`config.mk`:
```
export PLATFORM = sky130hd
export DESIGN_NAME = csync_top
export DESIGN_NICKNAME = d
export VERILOG_FILES = /design/src/rtl/csync_pkg.sv /design/src/rtl/csync_detect.sv /design/src/rtl/csync_delay.sv /design/src/rtl/csync_timer.sv /design/src/rtl/csync_lock.sv /design/src/rtl/csync_top.sv
export SDC_FILE = /design/constraint.sdc
export NUM_CORES = 1
export LEC_CHECK = 0
export ABC_AREA = 1
export BUFFER_PORTS_ARGS = -buffer_cell sky130_fd_sc_hd__buf_2
export CORE_MARGIN = 2
export CORE_UTILIZATION = 60
export CTS_CLUSTER_SIZE = 16
export DETAILED_ROUTE_END_ITERATION = 8
export GPL_ROUTABILITY_DRIVEN = 0
export PLACE_DENSITY = 0.89
export SYNTH_ARGS = -nofsm -noshare
export SYNTH_HDL_FRONTEND = slang
export SYNTH_SLANG_ARGS = --single-unit
```
`constraint.sdc`:
```
create_clock -name clk -period 8 [get_ports clk]
set_input_delay 0.8 -clock clk [delete_from_list [all_inputs] [get_ports clk]]
set_output_delay 0.8 -clock clk [all_outputs]
set_load 0.02 [all_outputs]
```
`src/rtl/csync_pkg.sv`:
```
package csync_pkg;

  typedef enum logic [1:0] {
    DET_IDLE  = 2'd0,
    DET_TRACK = 2'd1,
    DET_SKIP  = 2'd2
  } det_state_e;

  localparam logic [7:0] CRC_POLY = 8'h07;

  // One byte through the CRC-8 register, whole byte folded in first.
  function automatic logic [7:0] crc8_step(input logic [7:0] crc_in,
                                           input logic [7:0] data);
    logic [7:0] r;
    r = crc_in ^ data;
    for (int b = 0; b < 8; b++) begin
      r = r[7] ? ((r << 1) ^ CRC_POLY) : (r << 1);
    end
    return r;
  endfunction

  // Position inside [start, start + width), written without overflow.
  function automatic logic in_window(input logic [31:0] pos,
                                     input logic [31:0] start,
                                     input logic [31:0] width);
    return (pos >= start) && ((pos - start) < width);
  endfunction

endpackage

```
`src/rtl/csync_detect.sv`:
```
module csync_detect
  import csync_pkg::*;
#(
  parameter int FIELD_OFS = 2,
  parameter int FIELD_LEN = 4
) (
  input  logic       clk,
  input  logic       rst_n,
  input  logic       rx_valid,
  input  logic [7:0] rx_data,
  input  logic       rx_sof,
  input  logic       rx_eof,
  input  logic       rx_first,
  output logic       hit,
  output logic       bad
);
  localparam int CHK_POS = FIELD_OFS + FIELD_LEN;
  localparam int POS_W   = $clog2(CHK_POS + 2);

  det_state_e       st_q, st_d;
  logic [POS_W-1:0] pos_q, pos_d, cur_pos;
  logic [7:0]       crc_q, crc_d, crc_base;
  logic             track, hit_d, bad_d;

  always_comb begin
    cur_pos  = rx_sof ? '0 : pos_q;
    crc_base = rx_sof ? 8'h00 : crc_q;
    track    = rx_valid && (rx_sof ? rx_first : (st_q == DET_TRACK));
    st_d     = st_q;
    pos_d    = pos_q;
    crc_d    = crc_q;
    hit_d    = 1'b0;
    bad_d    = 1'b0;
    if (rx_valid) begin
      if (rx_sof) begin
        st_d  = rx_first ? DET_TRACK : DET_SKIP;
        pos_d = POS_W'(1);
        crc_d = 8'h00;
      end else if (st_q == DET_TRACK && pos_q <= POS_W'(CHK_POS)) begin
        pos_d = pos_q + 1'b1;
      end
      if (track) begin
        if (cur_pos >= POS_W'(FIELD_OFS) && cur_pos < POS_W'(CHK_POS)) begin
          crc_d = crc8_step(crc_base, rx_data);
        end
        if (cur_pos == POS_W'(CHK_POS)) begin
          hit_d = (rx_data == crc_base);
          bad_d = (rx_data != crc_base);
          st_d  = DET_SKIP;
        end
      end
      if (rx_eof) begin
        st_d = DET_IDLE;
      end
    end
  end

  always_ff @(posedge clk) begin
    if (!rst_n) begin
      st_q  <= DET_IDLE;
      pos_q <= '0;
      crc_q <= 8'h00;
      hit   <= 1'b0;
      bad   <= 1'b0;
    end else begin
      st_q  <= st_d;
      pos_q <= pos_d;
      crc_q <= crc_d;
      hit   <= hit_d;
      bad   <= bad_d;
    end
  end

endmodule

```
`src/rtl/csync_delay.sv`:
```
module csync_delay #(
  parameter int DLY_W = 16
) (
  input  logic             clk,
  input  logic             rst_n,
  input  logic             hit,
  input  logic [DLY_W-1:0] delay,
  output logic             ref_evt
);
  logic             armed;
  logic [DLY_W-1:0] cnt;

  assign ref_evt = (hit && delay == '0) || (armed && cnt == DLY_W'(1));

  always_ff @(posedge clk) begin
    if (!rst_n) begin
      armed <= 1'b0;
      cnt   <= '0;
    end else if (hit) begin
      armed <= (delay != '0);
      cnt   <= delay;
    end else if (armed) begin
      cnt <= cnt - 1'b1;
      if (cnt == DLY_W'(1)) armed <= 1'b0;
    end
  end

endmodule

```
`src/rtl/csync_timer.sv`:
```
module csync_timer
  import csync_pkg::*;
#(
  parameter int CNT_W = 24
) (
  input  logic             clk,
  input  logic             rst_n,
  input  logic             ref_evt,
  input  logic [CNT_W-1:0] cycle_len,
  input  logic [CNT_W-1:0] rt_len,
  input  logic [CNT_W-1:0] pulse_start,
  input  logic [CNT_W-1:0] pulse_width,
  output logic [CNT_W-1:0] pos,
  output logic             wrap,
  output logic             rt_slot,
  output logic             pulse
);
  logic last;

  assign last    = (cycle_len == '0) || (pos >= cycle_len - 1'b1);
  assign wrap    = last && !ref_evt;
  assign rt_slot = (pos < rt_len);
  assign pulse   = in_window(32'(pos), 32'(pulse_start), 32'(pulse_width));

  always_ff @(posedge clk) begin
    if (!rst_n)       pos <= '0;
    else if (ref_evt) pos <= '0;
    else if (last)    pos <= '0;
    else              pos <= pos + 1'b1;
  end

endmodule

```
`src/rtl/csync_lock.sv`:
```
module csync_lock #(
  parameter int GOOD_N = 2,
  parameter int MISS_N = 3
) (
  input  logic clk,
  input  logic rst_n,
  input  logic ref_evt,
  input  logic wrap,
  output logic locked
);
  localparam int GW = $clog2(GOOD_N + 1);
  localparam int MW = $clog2(MISS_N + 1);

  logic [GW-1:0] good;
  logic [MW-1:0] miss;

  always_ff @(posedge clk) begin
    if (!rst_n) begin
      good   <= '0;
      miss   <= '0;
      locked <= 1'b0;
    end else if (ref_evt) begin
      miss <= '0;
      if (good < GW'(GOOD_N)) good <= good + 1'b1;
      if (good >= GW'(GOOD_N - 1)) locked <= 1'b1;
    end else if (wrap) begin
      good <= '0;
      if (miss < MW'(MISS_N)) miss <= miss + 1'b1;
      if (miss >= MW'(MISS_N - 1)) locked <= 1'b0;
    end
  end

endmodule

```
`src/rtl/csync_top.sv`:
```
module csync_top #(
  parameter int CNT_W     = 24,
  parameter int DLY_W     = 16,
  parameter int FIELD_OFS = 2,
  parameter int FIELD_LEN = 4,
  parameter int GOOD_N    = 2,
  parameter int MISS_N    = 3
) (
  input  logic             clk,
  input  logic             rst_n,
  input  logic             rx_valid,
  input  logic [7:0]       rx_data,
  input  logic             rx_sof,
  input  logic             rx_eof,
  input  logic             rx_first,
  input  logic [CNT_W-1:0] cfg_cycle_len,
  input  logic [CNT_W-1:0] cfg_rt_len,
  input  logic [DLY_W-1:0] cfg_port_delay,
  input  logic [CNT_W-1:0] cfg_pulse_start,
  input  logic [CNT_W-1:0] cfg_pulse_width,
  output logic             sync_evt,
  output logic             rt_slot,
  output logic             cyc_pulse,
  output logic             locked
);
  // Named internal events for the checker.
  logic             sync_hit;
  logic             sync_bad;
  logic             ref_evt;
  logic [CNT_W-1:0] tmr_pos;
  logic             tmr_wrap;

  csync_detect #(.FIELD_OFS(FIELD_OFS), .FIELD_LEN(FIELD_LEN)) u_detect (
    .clk(clk), .rst_n(rst_n), .rx_valid(rx_valid), .rx_data(rx_data),
    .rx_sof(rx_sof), .rx_eof(rx_eof), .rx_first(rx_first),
    .hit(sync_hit), .bad(sync_bad)
  );

  csync_delay #(.DLY_W(DLY_W)) u_delay (
    .clk(clk), .rst_n(rst_n), .hit(sync_hit), .delay(cfg_port_delay),
    .ref_evt(ref_evt)
  );

  csync_timer #(.CNT_W(CNT_W)) u_timer (
    .clk(clk), .rst_n(rst_n), .ref_evt(ref_evt),
    .cycle_len(cfg_cycle_len), .rt_len(cfg_rt_len),
    .pulse_start(cfg_pulse_start), .pulse_width(cfg_pulse_width),
    .pos(tmr_pos), .wrap(tmr_wrap), .rt_slot(rt_slot), .pulse(cyc_pulse)
  );

  csync_lock #(.GOOD_N(GOOD_N), .MISS_N(MISS_N)) u_lock (
    .clk(clk), .rst_n(rst_n), .ref_evt(ref_evt), .wrap(tmr_wrap),
    .locked(locked)
  );

  assign sync_evt = ref_evt;

endmodule

```
==> results.yml <==
worst_setup_path:
  required_ns: 7.20
  critPathMaxFanout: 6
  cp_slowest_stage_delay_ns: 0.37
  critPathTopFamily: "compound AO/OA/AOI/OAI gates"
  worstSetupEndpointType: "output pin"
  worst_ep_arrival_time_ns: 3.68
  crit_type: "in2out"
  cpMaxStageDelayCell: "ha_1"
  worstPathCellList: "buf_2, inv_1, ha_1, a21oi_1, o21ai_2, a21oi_1, o21ai_1, nand3_1, nand3_1, xor2_1, ha_1, nand4_1, a21oi_1, nor3_1, nand3_1, inv_1, nand2_1, nor2_1, buf_2"
  worstSetupStartpointType: "primary input"
  worst-path-buf-inv: 4
place:
  post-place-cells: 1369
  dp_hpwl_um: 14700
  placed_area_um2: 7990
  port_buffers: 129
drt:
  vias: 7545
  first_pass_iters: 5
  routed_wl_um: 18200
  vias_per_cell: 5.45
  first_iter_violations: 511
  ant_nets: 0
  drc: 0
  wire_per_inst_um: 13.2
yosys:
  async_flop_share_pct: 0
  synthTopCellsByArea: "ha_1, dfxtp_1, nand2_1"
  syn_nets: 1339
  syn-cell-area_um2: 7240
  ys.flop_type: "dfxtp_1"
  synth-edff-count: 0
  syn-mean-instance-area_um2: 6.55
  syn_inst: 1106
  yosys.area.top_type: "ha_1"
  synth_top_area_share_pct: 18.3
  ys_ff_latch: 60
  synth-seq-area-share_pct: 16.6
  ys_warn_count: 0
  synth.distinct_cells: 54
timing:
  setup_viol: 0
  slew_headroom_pct: 41.6
  final_min_period_over_clock_period_pct: 56.0
  fin_setup_tns_ns: 0
  fin_worst_skew_ns: 0.00852
  final_max_slew_viol_count: 0
  rsz0062_at_grt: "false"
  hold_viol_final: 0
  fin_crit_ns: 4.48
  fmaxAchievable_ghz: 0.223
  tightest_slew_ns: 0.876
cts:
  cts-root-buf: "clkbuf_16"
  ctsLongestPathBuffers: 2
  cts_hold_buffers: 0
  cts_setup_buffers: 0
  path_clk_slew_ns: 0.05
  clock_latency_ns: 0.33
  cts_tree: "yes"
  ctsResizeCount: 0
  cts_inserted_buffers: 9
  htree_levels: 3
  clock-sinks: 60
power_and_ir_drop:
  p_int_uw: 690
  combPwrFrac_pct: 20.5
  pwr-share-seq_pct: 32.5
  p_sw_share_pct: 27.2
  p_switching_uw: 257
  total_power_uw: 947
  vdd_drop_max_mv: 0.176
  p_per_area_nw_per_um2: 114
  power.share.clock_pct: 47.0
  power_leakage_uw: 0.00435
finish:
  instances_no_fill: 1385
  fin_area_um2: 8330
  drive_above_1_share_pct: 14.3
  multi_input_area_um2: 5240
  mostFrequentLayoutCells: "nand2_1, inv_1, buf_2"
  area_growth_pct: 15.0
  nets: 1466
  layout_commonest_cell: "nand2_1"
  antenna_cells: 0
  fillers: 1020
  seq_area_um2: 1200
floorplanning:
  fp.dieH_um: 114
  dieArea_um2: 13000
  core_area_um2: 11900
  ioPinCount: 130
  start_util_pct: 60.8
  die_w_um: 114
  num_rows: 40
grt:
  antenna_found_initial: 0
  grt_overflow: 0
  met1_usage_pct: 33.5
  track_usage_pct: 28.8
  grt_pass1_vias: 7147
  use_met3_pct: 4.20
  grt_max_degree: 25
  gr-max-usage-layer: "met2"
  met2_usage_pct: 52.8
  grt_pass1_wl_um: 30800
hold_path:
  min_path_type: "reg2reg"
flow_run:
  cap_violations: 0
outcome:
  status: "complete, no violations"
==> stage by stage <==
stage	hold slack (ns)	worst slack (ns)	utilization, %
global route	0.458	3.31	69.9
detailed placement	0.433	3.60	67.0
CTS	0.440	3.58	69.9
global placement	0.418	3.72	67.0
finish	0.447	3.52	69.9
floorplan	0.407	4.00	-
==> final timing paths <==
check,slack [ns],start,cells after the start,end
setup / recovery,3.52,cfg_pulse_start[2],19,cyc_pulse
hold / removal,0.45,u_lock.good[0]$_SDFFE_PN0P_,1,u_lock.good[0]$_SDFFE_PN0P_
setup reg to reg,5.61,u_timer.pos[19]$_SDFF_PP0_,9,u_timer.pos[2]$_SDFF_PP0_
hold reg to reg,0.45,u_lock.good[0]$_SDFFE_PN0P_,1,u_lock.good[0]$_SDFFE_PN0P_
==> area by class of cell <==
type / count / share of cell area, %
clock buffers: 10 / 2.75
clock inverters: 6 / 1.35
inverters: 191 / 8.61
multi-input cells: 842 / 62.9
flip-flops and latches: 60 / 14.4
well taps: 147 / 2.21
repair buffers: 129 / 7.75
==> flip-flops by register name, summed over array words and instances (netlist names) <==
name and count:
u_detect.hit 1, u_detect.pos_q 3, u_detect.st_q 2, u_timer.pos 24, u_lock.locked 1, u_lock.miss 2, u_delay.cnt 16, u_detect.crc_q 8
u_lock.good 2, u_delay.armed 1
==> worst register-to-register path, delay by kind of cell, from the launching register on <==
family	cells	cell delay [ns]
and+or+nand+nor	6	1.21
DFF	1	0.50
adders and majority gates	1	0.31
AOI/OAI and AO/OA	2	0.27
==> cells in the mapped netlist, drive strengths merged (3+ instances only) <==
cell type  number
a21o            5
a21oi          87
a22oi           3
a31oi          16
buf             8
clkbuf          5
dfxtp          60
ha            106
inv           190
nand2         215
nand3          52
nand3b          5
nand4          27
nor2          132
nor3           28
nor4            7
o211ai          7
o21ai          39
o221ai          3
or2             7
xnor2          29
xor2           56
==> kinds of logic after synthesis <==
logic type	share of synthesized area, %
AO/OA/AOI/OAI	13.8
XOR/XNOR	10.9
adder cells (fa/ha/maj)	18.6
buffers and inverters	11.1
flip-flops	16.6
AND/OR/NAND/NOR	29.0
==> power by group through the flow <==
stage	Sequential [uW]	Combinational, uW	Clock (uW)
finish	308	194	445
global route	308	221	464
CTS	308	193	449
detailed placement	314	191	0
global placement	314	185	0
floorplan	313	126	0
==> metal layers <==
metal	part of all wire (%)	vias up
met1	42	3333
li1	-	3891
met4	3.7	0
met5	0	-
met2	49	259
met3	5.3	62
Power figures use the tool's default switching activity.
